## src/rtl/remap_pkg.sv

```systemverilog
package remap_pkg;

  localparam int unsigned OFF_W  = 16;
  localparam int unsigned SEL_W  = 2;

  typedef enum logic [1:0] {
    TGT_NVM  = 2'd0,
    TGT_SRAM = 2'd1,
    TGT_DDR  = 2'd2,
    TGT_NONE = 2'd3
  } target_e;

  typedef enum logic [1:0] {
    CLS_SYS     = 2'd0,
    CLS_DMA     = 2'd1,
    CLS_FAB     = 2'd2,
    CLS_SYS_ALT = 2'd3
  } class_e;

  typedef struct packed {
    logic             fab_en;
    logic [OFF_W-1:0] fab_off;
    logic             ddr_en;
    logic [SEL_W-1:0] win_sel;
    logic [1:0]       sub_size;
    logic [1:0]       sub_idx;
  } remap_cfg_t;

endpackage

```

## src/rtl/remap_regs.sv

```systemverilog
module remap_regs
  import remap_pkg::*;
(
  input  logic        clk_i,
  input  logic        rst_ni,
  input  logic        we_i,
  input  logic [1:0]  addr_i,
  input  logic [31:0] wdata_i,
  output logic [31:0] rdata_o,
  output remap_cfg_t  cfg_o
);

  remap_cfg_t cfg_q;

  always_ff @(posedge clk_i or negedge rst_ni) begin
    if (!rst_ni) begin
      cfg_q <= '0;
    end else if (we_i) begin
      case (addr_i)
        2'd0: begin
          cfg_q.fab_en  <= wdata_i[31];
          cfg_q.fab_off <= wdata_i[OFF_W-1:0];
        end
        2'd1: begin
          cfg_q.ddr_en   <= wdata_i[0];
          cfg_q.win_sel  <= wdata_i[5:4];
          cfg_q.sub_size <= wdata_i[9:8];
          cfg_q.sub_idx  <= wdata_i[13:12];
        end
        default: ;
      endcase
    end
  end

  always_comb begin
    case (addr_i)
      2'd0:    rdata_o = {cfg_q.fab_en, {(31-OFF_W){1'b0}}, cfg_q.fab_off};
      2'd1:    rdata_o = {18'b0, cfg_q.sub_idx, 2'b0, cfg_q.sub_size, 2'b0,
                          cfg_q.win_sel, 3'b0, cfg_q.ddr_en};
      default: rdata_o = 32'd0;
    endcase
  end

  assign cfg_o = cfg_q;

  p_fab_write_r12: assert property (@(posedge clk_i) disable iff (!rst_ni)
    (we_i && addr_i == 2'd0) |=> (cfg_q.fab_en == $past(wdata_i[31]) &&
                                  cfg_q.fab_off == $past(wdata_i[OFF_W-1:0])));

  p_idle_hold_r2: assert property (@(posedge clk_i) disable iff (!rst_ni)
    (!we_i || addr_i[1]) |=> $stable(cfg_q));

endmodule

```

## src/rtl/remap_lowzone.sv

```systemverilog
module remap_lowzone
  import remap_pkg::*;
#(
  parameter int unsigned AW           = 32,
  parameter logic [31:0] NVM_BASE     = 32'h6000_0000,
  parameter int unsigned NVM_LOG2     = 28,
  parameter int unsigned SEG_LOG2     = 12,
  parameter int unsigned WIN_LOG2     = 30,
  parameter int unsigned SUB_MIN_LOG2 = 27
) (
  input  logic          clk_i,
  input  logic          rst_ni,
  input  remap_cfg_t    cfg_i,
  input  logic [AW-1:0] vaddr_i,
  output logic          fab_hit_o,
  output logic [AW-1:0] fab_pa_o,
  output logic          ddr_hit_o,
  output logic [AW-1:0] ddr_pa_o
);

  localparam logic [4:0] L_SMALL = 5'(SUB_MIN_LOG2);
  localparam logic [4:0] L_MID   = 5'(SUB_MIN_LOG2 + 1);
  localparam logic [4:0] L_LARGE = 5'(SUB_MIN_LOG2 + 2);

  logic [4:0]  sub_log2;
  logic [1:0]  idx_eff;
  logic [AW:0] seg_sum;

  // size code 2 and 3 both mean the full cacheable span
  always_comb begin
    case (cfg_i.sub_size)
      2'b00:   begin sub_log2 = L_SMALL; idx_eff = cfg_i.sub_idx;          end
      2'b01:   begin sub_log2 = L_MID;   idx_eff = {1'b0, cfg_i.sub_idx[0]}; end
      default: begin sub_log2 = L_LARGE; idx_eff = 2'b00;                  end
    endcase
  end

  assign ddr_hit_o = cfg_i.ddr_en && ((vaddr_i >> sub_log2) == '0);
  assign ddr_pa_o  = (AW'(cfg_i.win_sel) << WIN_LOG2)
                   + (AW'(idx_eff) << sub_log2)
                   + vaddr_i;

  assign seg_sum   = ((AW+1)'(cfg_i.fab_off) << SEG_LOG2) + {1'b0, vaddr_i};
  assign fab_hit_o = cfg_i.fab_en && ((vaddr_i >> NVM_LOG2) == '0)
                   && ((seg_sum >> NVM_LOG2) == '0);
  assign fab_pa_o  = NVM_BASE + seg_sum[AW-1:0];

  p_ddr_in_window_r8: assert property (@(posedge clk_i) disable iff (!rst_ni)
    ddr_hit_o |-> ((ddr_pa_o >> WIN_LOG2) == AW'(cfg_i.win_sel)));

  p_fab_in_nvm_r6: assert property (@(posedge clk_i) disable iff (!rst_ni)
    fab_hit_o |-> ((fab_pa_o >> NVM_LOG2) == (NVM_BASE >> NVM_LOG2)));

endmodule

```

## src/rtl/remap_xlate.sv

```systemverilog
module remap_xlate
  import remap_pkg::*;
#(
  parameter int unsigned AW         = 32,
  parameter logic [31:0] NVM_BASE   = 32'h6000_0000,
  parameter int unsigned NVM_LOG2   = 28,
  parameter logic [31:0] SRAM_BASE  = 32'h2000_0000,
  parameter int unsigned SRAM_LOG2  = 16,
  parameter logic [31:0] WIN_BASE   = 32'h8000_0000,
  parameter int unsigned WIN_LOG2   = 30,
  parameter int unsigned CACHE_LOG2 = 29
) (
  input  logic          clk_i,
  input  logic          rst_ni,
  input  logic [1:0]    cls_i,
  input  logic [AW-1:0] vaddr_i,
  input  logic          ddr_remap_i,
  input  logic [1:0]    win_sel_i,
  input  logic          fab_hit_i,
  input  logic [AW-1:0] fab_pa_i,
  input  logic          ddr_hit_i,
  input  logic [AW-1:0] ddr_pa_i,
  output logic [AW-1:0] paddr_o,
  output target_e       target_o
);

  logic in_sram, in_nvm, in_win, in_low, in_boot;
  logic [AW-1:0] win_pa;

  assign in_sram = (vaddr_i >> SRAM_LOG2) == (SRAM_BASE >> SRAM_LOG2);
  assign in_nvm  = (vaddr_i >> NVM_LOG2)  == (NVM_BASE >> NVM_LOG2);
  assign in_win  = (vaddr_i >> WIN_LOG2)  == (WIN_BASE >> WIN_LOG2);
  assign in_low  = (vaddr_i >> CACHE_LOG2) == '0;
  assign in_boot = (vaddr_i >> NVM_LOG2) == '0;
  assign win_pa  = (AW'(win_sel_i) << WIN_LOG2)
                 + (vaddr_i & ((AW'(1) << WIN_LOG2) - AW'(1)));

  always_comb begin
    paddr_o  = vaddr_i;
    target_o = TGT_NONE;
    if (in_sram) begin
      target_o = TGT_SRAM;
    end else if (in_nvm) begin
      target_o = TGT_NVM;
    end else begin
      case (class_e'(cls_i))
        CLS_DMA: target_o = TGT_DDR;
        CLS_FAB: begin
          if (in_win) begin
            target_o = TGT_DDR;
            paddr_o  = win_pa;
          end else if (in_low && fab_hit_i) begin
            target_o = TGT_NVM;
            paddr_o  = fab_pa_i;
          end
        end
        default: begin
          if (in_win) begin
            target_o = TGT_DDR;
            paddr_o  = win_pa;
          end else if (in_low && ddr_remap_i) begin
            if (ddr_hit_i) begin
              target_o = TGT_DDR;
              paddr_o  = ddr_pa_i;
            end
          end else if (in_boot) begin
            target_o = TGT_NVM;
            paddr_o  = NVM_BASE + vaddr_i;
          end
        end
      endcase
    end
  end

  p_none_passthru_r11: assert property (@(posedge clk_i) disable iff (!rst_ni)
    (target_o == TGT_NONE) |-> (paddr_o == vaddr_i));

  p_sram_fixed_r3: assert property (@(posedge clk_i) disable iff (!rst_ni)
    ((vaddr_i >> SRAM_LOG2) == (SRAM_BASE >> SRAM_LOG2))
      |-> (target_o == TGT_SRAM && paddr_o == vaddr_i));

  p_dma_mapped_r10: assert property (@(posedge clk_i) disable iff (!rst_ni)
    (cls_i == CLS_DMA) |-> (target_o != TGT_NONE));

  p_nvm_range_r4: assert property (@(posedge clk_i) disable iff (!rst_ni)
    (target_o == TGT_NVM) |-> ((paddr_o >> NVM_LOG2) == (NVM_BASE >> NVM_LOG2)));

  p_fab_low_no_ddr_r6: assert property (@(posedge clk_i) disable iff (!rst_ni)
    (cls_i == CLS_FAB && (vaddr_i >> CACHE_LOG2) == '0) |-> (target_o != TGT_DDR));

endmodule

```

## src/rtl/bus_addr_remap.sv

```systemverilog
module bus_addr_remap
  import remap_pkg::*;
#(
  parameter int unsigned AW           = 32,
  parameter logic [31:0] NVM_BASE     = 32'h6000_0000,
  parameter int unsigned NVM_LOG2     = 28,
  parameter logic [31:0] SRAM_BASE    = 32'h2000_0000,
  parameter int unsigned SRAM_LOG2    = 16,
  parameter logic [31:0] WIN_BASE     = 32'h8000_0000,
  parameter int unsigned WIN_LOG2     = 30,
  parameter int unsigned SEG_LOG2     = 12,
  parameter int unsigned SUB_MIN_LOG2 = 27
) (
  input  logic          clk_i,
  input  logic          rst_ni,
  input  logic          reg_we_i,
  input  logic [1:0]    reg_addr_i,
  input  logic [31:0]   reg_wdata_i,
  output logic [31:0]   reg_rdata_o,
  input  logic [1:0]    mst_class_i,
  input  logic [AW-1:0] vaddr_i,
  output logic [AW-1:0] paddr_o,
  output logic [1:0]    target_o,
  output logic          unmapped_o
);

  localparam int unsigned CACHE_LOG2 = SUB_MIN_LOG2 + 2;

  remap_cfg_t    cfg;
  logic          fab_hit, ddr_hit;
  logic [AW-1:0] fab_pa, ddr_pa;
  target_e       tgt;

  remap_regs u_regs (
    .clk_i   (clk_i),
    .rst_ni  (rst_ni),
    .we_i    (reg_we_i),
    .addr_i  (reg_addr_i),
    .wdata_i (reg_wdata_i),
    .rdata_o (reg_rdata_o),
    .cfg_o   (cfg)
  );

  remap_lowzone #(
    .AW(AW), .NVM_BASE(NVM_BASE), .NVM_LOG2(NVM_LOG2), .SEG_LOG2(SEG_LOG2),
    .WIN_LOG2(WIN_LOG2), .SUB_MIN_LOG2(SUB_MIN_LOG2)
  ) u_lowzone (
    .clk_i     (clk_i),
    .rst_ni    (rst_ni),
    .cfg_i     (cfg),
    .vaddr_i   (vaddr_i),
    .fab_hit_o (fab_hit),
    .fab_pa_o  (fab_pa),
    .ddr_hit_o (ddr_hit),
    .ddr_pa_o  (ddr_pa)
  );

  remap_xlate #(
    .AW(AW), .NVM_BASE(NVM_BASE), .NVM_LOG2(NVM_LOG2), .SRAM_BASE(SRAM_BASE),
    .SRAM_LOG2(SRAM_LOG2), .WIN_BASE(WIN_BASE), .WIN_LOG2(WIN_LOG2),
    .CACHE_LOG2(CACHE_LOG2)
  ) u_xlate (
    .clk_i       (clk_i),
    .rst_ni      (rst_ni),
    .cls_i       (mst_class_i),
    .vaddr_i     (vaddr_i),
    .ddr_remap_i (cfg.ddr_en),
    .win_sel_i   (cfg.win_sel),
    .fab_hit_i   (fab_hit),
    .fab_pa_i    (fab_pa),
    .ddr_hit_i   (ddr_hit),
    .ddr_pa_i    (ddr_pa),
    .paddr_o     (paddr_o),
    .target_o    (tgt)
  );

  assign target_o   = tgt;
  assign unmapped_o = (tgt == TGT_NONE);

endmodule

```

## config.mk

```make
export PLATFORM = sky130hd
export DESIGN_NAME = bus_addr_remap
export DESIGN_NICKNAME = d
export VERILOG_FILES = /design/src/rtl/remap_pkg.sv /design/src/rtl/remap_regs.sv /design/src/rtl/remap_lowzone.sv /design/src/rtl/remap_xlate.sv /design/src/rtl/bus_addr_remap.sv
export SDC_FILE = /design/constraint.sdc
export NUM_CORES = 1
export LEC_CHECK = 0
export ABC_CLOCK_PERIOD_IN_PS = 3900
export BUFFER_PORTS_ARGS = -buffer_cell sky130_fd_sc_hd__buf_2
export CAP_MARGIN = 20
export CORE_ASPECT_RATIO = 1.5
export CORE_UTILIZATION = 49
export CTS_BUF_LIST = sky130_fd_sc_hd__clkbuf_8
export CTS_CLUSTER_DIAMETER = 30
export DETAILED_ROUTE_END_ITERATION = 10
export PLACE_DENSITY = 0.95
export SYNTH_ARGS = -nofsm -noshare
export SYNTH_HDL_FRONTEND = slang
export SYNTH_SLANG_ARGS = --single-unit
```

## constraint.sdc

```tcl
create_clock -name clk_i -period 3.9 [get_ports clk_i]
set_input_delay 0.585 -clock clk_i [delete_from_list [all_inputs] [get_ports clk_i]]
set_output_delay 0.585 -clock clk_i [all_outputs]
set_load 0.02 [all_outputs]
```

; Word-level counts from Yosys, hierarchy flattened
; Cells that the tools add are included.
[totals]
reg_bits = 24
input_bits = 71
out_inout_bits = 67
wordCells = 56
[op_classes]
n_addsub = 6
eq_ne = 8
shift = 2
mux = 21
reduce_logical = 13
[ops]
columns = op, n
row1 = $mux W32, 8
row2 = $pmux W32 S2, 2
row3 = $logic_not A32 Y1, 3
row4 = $add A31 B32 Y32 const A, 2
row5 = $add A32 B32 Y32, 2
row6 = $add A28 B32 Y33, 1
row7 = $logic_not A33 Y1, 1
row8 = $add A32 B30 Y32, 1
row9 = $shl A2 B5 Y32, 1
row10 = $shr A32 B5 Y32, 1
row11 = $eq A16 B14 Y1 const B, 1
row12 = $mux W2, 7
row13 = $pmux W2 S2, 2
row14 = $eq A2 B1 Y1 const B, 3
row15 = $eq A2 B2 Y1 const B, 3
row16 = $pmux W3 S2, 1
row17 = $logic_and A1 B1 Y1, 5
row18 = $eq A4 B3 Y1 const B, 1
row19 = $logic_not A2 Y1, 2
row20 = $reduce_and A2 Y1, 2
row21 = $mux W1, 1

; Longest topological paths before layout
[logic_depth]
word_depth = 12
mapped_depth = 13

; Modules after synthesis
; Synthesis repeated with hierarchy kept, for this count alone.
[hier_totals]
cells_unflattened = 460
area_unflattened_um2 = 3952.5
[by_module_without_submodules]
columns = module, n_inst, cells_each, area_each_um2, seq_area_each_um2
row1 = remap_lowzone, 1, 230, 1720.4, 0.0
row2 = remap_regs, 1, 94, 1249.9, 600.6
row3 = remap_xlate, 1, 135, 975.9, 0.0
row4 = bus_addr_remap, 1, 1, 6.3, 0.0

; Worst setup path after synthesis
; OpenSTA, ideal clock, no wires.
[synth_timing]
path_type = input port to output port
from = input vaddr_i[12]
to = output paddr_o[30]
arrival_ns = 3.364
t_required_ns = 3.315
setup_slack_ns = -0.049
path_stages = 13
n_path_buf = 0
cell_sequence = ha_1 fa_1 a211oi_1 nor2_1 o211ai_1 a22oi_1 nand3_1 a21oi_1 xnor2_1 ha_1 nor3b_1 nor3_1 nor4_1
[synth_between]
elab_chain_len = 9
word_cells_on_any_way = 20
[synth_lines]
columns = item, line
row1 = start: declaration, bus_addr_remap.sv:21  ; input logic [AW-1:0] vaddr_i,
row2 = branches (longest 6 deep; another with $add A28 B32 Y33), -
row3 = $pmux W32 S2 *, remap_xlate.sv:46  ; case (class_e'(cls_i))
row4 = $mux W32 *, remap_xlate.sv:43  ; end else if (in_nvm) begin
row5 = $mux W32 *, remap_xlate.sv:41  ; if (in_sram) begin
row6 = end: declaration, bus_addr_remap.sv:22  ; output logic [AW-1:0] paddr_o,
; Every way passes the cells marked *.

; Final worst setup path
[layout_timing]
from = register u_regs.cfg_q (netlist bit u_regs.cfg_o[7])
to = output paddr_o[24]
[layout_between]
elab_chain_len = 9
word_cells_on_any_way = 10
[layout_lines]
columns = item, line
row1 = start: declaration, remap_regs.sv:13  ; remap_cfg_t cfg_q;
row2 = $add A28 B32 Y33 *, remap_lowzone.sv:43  ; assign seg_sum = ((AW+1)'(cfg_i.fab_off) << SEG_LOG2) + {1'b0, vaddr_i};
row3 = branches (longest 3 deep; another with $add A31 B32 Y32), -
row4 = $mux W32 *, remap_xlate.sv:52  ; end else if (in_low && fab_hit_i) begin
row5 = $mux W32 *, remap_xlate.sv:49  ; if (in_win) begin
row6 = $pmux W32 S2 *, remap_xlate.sv:46
row7 = $mux W32 *, remap_xlate.sv:43
row8 = $mux W32 *, remap_xlate.sv:41
; Marks and branches as above.

==> impl_metrics.yaml <==
synth:
  netlist_area_um2: 3020
  ys_warn_count: 0
  synth_cell_types: 54
  synth_ff_type: "dfrtp_1"
  avgSynthCellArea_um2: 8.50
  ys_seq_area_frac: 0.199
  synth.area.top_cells: "dfrtp_1 (20%), ha_1 (14%), mux2_2 (9.0%)"
  synth-seq-cells: 24
  syn-instance-count: 355
  synthArstFlopShare: 1.00
  synth_top_area_share: 0.199
  yosysTopAreaCell: "dfrtp_1"
  synth_edf_count: 0
setup_path:
  crit_path_max_fanout: 6
  ff2ff_setup_slack_ps: 2950
  worstPathRequired_ps: 3310
  critPathLaunchType: "register"
  worstRegToRegCells: 2
  timing.rr.end: "u_regs.cfg_o[7]"
  critical_path_class: "register to output port"
  crit_arrival_ps: 3240
  crit_path_end_kind: "output port"
  r2r_start: "u_regs.cfg_o[7]"
sta:
  hold_viol: 0
  skew_ps: 0
  fin_crit_ps: 3830
  fmax_mhz: 261
  whs_ps: 280
  finalSetupViolations: 0
  tightest_slew_ps: 785
  layout_worst_path_cycle_share: 0.981
  slew_headroom: 0.477
  rsz0062_at_grt: "yes"
  fin_tns_setup_ps: 0
  final_max_slew_viol_count: 0
placed_design:
  dpl.cell_count: 499
  io_buffers: 83
  place_area_um2: 3470
  hpwl_um: 6890
  routabilityCongestion: 0.943
global_route:
  grt_max_degree: 25
  use_met1: 0.269
  overflow: 0
  grt_pass1_vias: 3071
  antenna_found_initial: 0
  grtUsageMet2: 0.499
  grt_pass1_wl_um: 13500
  busiest_layer: "met2"
  grt_usage: 0.267
  use_met3: 0.0280
clock_network:
  cts.htree.levels: 1
  cts.sinks: 24
  cts_tree: "built"
  clk-insertion-delay-late_ps: 270
  cts_hold_buf: 0
  clock_path_buffers: 2
  cts.clk_slew.worst_paths_ps: 90
  numCtsBuffers: 3
  clockRootBuffer: "clkbuf_8"
die:
  num_rows: 34
  dieWidth_um: 66.1
  die_h_um: 98.1
  ioPinCount: 138
  start_util: 0.514
  die_area_um2: 6490
  core_region_area_um2: 5870
power:
  vdd_drop_max_mv: 0.301
  combinationalPowerShare: 0.586
  switching_share: 0.433
  power_switching_mw: 0.549
  intPower_mw: 0.718
  seqPwrFrac: 0.279
  p_total_mw: 1.27
  p_per_area_nw_per_um2: 354
  p_leak_nw: 1.81
  p_clk_frac: 0.136
final_layout:
  nFillCells: 505
  largest_reg_flops: 24
  layout.nets: 542
  synthToLayoutAreaGrowth_pct: 18.4
  fin_area_um2: 3580
  drive_gt1_frac: 0.306
  finalNonFillerCells: 506
  regArea_um2: 601
  antennaDiodeCount: 0
  multiInputGateArea_um2: 2250
drt:
  wirelength_um: 8640
  vias_per_cell: 6.00
  dr.pass1.iters: 5
  num_vias: 3036
  drtIter0Drc: 213
  detail_route.wl_per_cell_um: 17.1
  detail-route-antenna-nets: 0
  drcViolationCount: 0
outcome:
  status: "completed"
job:
  maxCapViolCount: 0
min_path:
  hp-class: "input port to async pin"
[area by class of cell]
| cell class | instances | share of cell area |
|---|---|---|
| Tap cell | 72 | 0.0252 |
| Inverter | 15 | 0.0157 |
| Clock buffer | 4 | 0.0154 |
| Sequential cell | 24 | 0.168 |
| Timing Repair Buffer | 96 | 0.147 |
| Multi-Input combinational cell | 295 | 0.629 |
[cells by family after synthesis]
family | share of synthesized area
multiplexers | 0.126
adder cells (fa/ha/maj) | 0.157
flip-flops | 0.199
AO/OA/AOI/OAI | 0.218
XOR/XNOR | 0.0609
other | 0.00124
AND/OR/NAND/NOR | 0.148
buffers and inverters | 0.0903
[cell usage in the layout (no fill, tap or decap), types with 5 or more instances in the layout]
| cell | Yosys | final |
|---|---|---|
| a21o_1 | 9 | 9 |
| a21oi_1 | 19 | 19 |
| a22o_1 | 11 | 11 |
| and2_1 | 13 | 13 |
| buf_2 | 2 | 82 |
| buf_4 | 15 | 12 |
| conb_1 | 1 | 20 |
| dfrtp_1 | 24 | 24 |
| ha_1 | 33 | 32 |
| inv_1 | 15 | 15 |
| mux2_2 | 24 | 24 |
| mux2i_1 | 11 | 11 |
| nand2_1 | 21 | 21 |
| nor2_1 | 25 | 24 |
| nor2b_1 | 5 | 5 |
| nor3_1 | 6 | 6 |
| o21ai_0 | 14 | 14 |
| xnor2_1 | 14 | 14 |
| xor2_1 | 7 | 7 |
[worst max-delay path by stage]
stage                    start          end  slack (ps)  cells after the start
6_report       u_regs.cfg_o[7]  paddr_o[24]          70                     11
5_1_grt        u_regs.cfg_o[7]  paddr_o[24]         -40                     11
4_1_cts        u_regs.cfg_o[7]  paddr_o[24]          20                     11
3_5_place_dp       vaddr_i[12]  paddr_o[30]         -60                     15
3_3_place_gp       vaddr_i[12]  paddr_o[24]          10                     12
2_1_floorplan      vaddr_i[12]  paddr_o[30]         150                     13
[worst max-delay path, cell delays in order, from the launching register on]
cell and delay, ps:
dfrtp_1 440, ha_2 210, fa_2 360, a211oi_2 210, nor2_2 80, buf_4 140, o211a_1 250, a311o_2 450
and2_4 160, o31a_1 240, a211o_1 270, buf_2 160
[Yosys cell counts, types with 2 or more instances]
master	n
ha_1	33
nor2_1	25
dfrtp_1	24
mux2_2	24
clkbuf_1	22
nand2_1	21
a21oi_1	19
buf_4	15
inv_1	15
o21ai_0	14
xnor2_1	14
and2_1	13
a22o_1	11
mux2i_1	11
a21o_1	9
xor2_1	7
nor3_1	6
nor2b_1	5
nor4_1	5
a211oi_1	4
nand4_1	4
nor3b_1	4
o211ai_1	4
o21a_1	4
a31oi_1	3
fa_1	3
o21bai_1	3
o221ai_1	3
a21boi_0	2
buf_2	2
nand2b_1	2
nand3_1	2
[timing repair]
action	in CTS	in global routing
resized for setup	3	5
setup buffers	1	2
endpoints found under the hold margin	0	0
setup endpoints to repair	4	14
pin swaps	1	2
[power by group through the flow]
stage	logic, mW	clock network (mW)	registers [mW]
CTS	0.729	0.172	0.352
global route	0.810	0.181	0.358
detailed placement	0.714	0	0.357
finish	0.742	0.172	0.353
global placement	0.690	0	0.354
floorplan	0.547	0	0.331
[metrics by stage]
stage / utilization / worst slack [ps]
after global routing: 0.609 / -35.9
final: 0.609 / 74.3
after floorplan: - / 150
after CTS: 0.605 / 15.1
after detailed placement: 0.592 / -63.0
after global placement: 0.592 / 12.9
[routing by layer]
layer / up-vias / part of all wire
met1: 1426 / 0.36
met5: - / 0
met3: 48 / 0.051
met2: 158 / 0.54
li1: 1404 / -
met4: 0 / 0.055
Power figures use the tool's default switching activity.
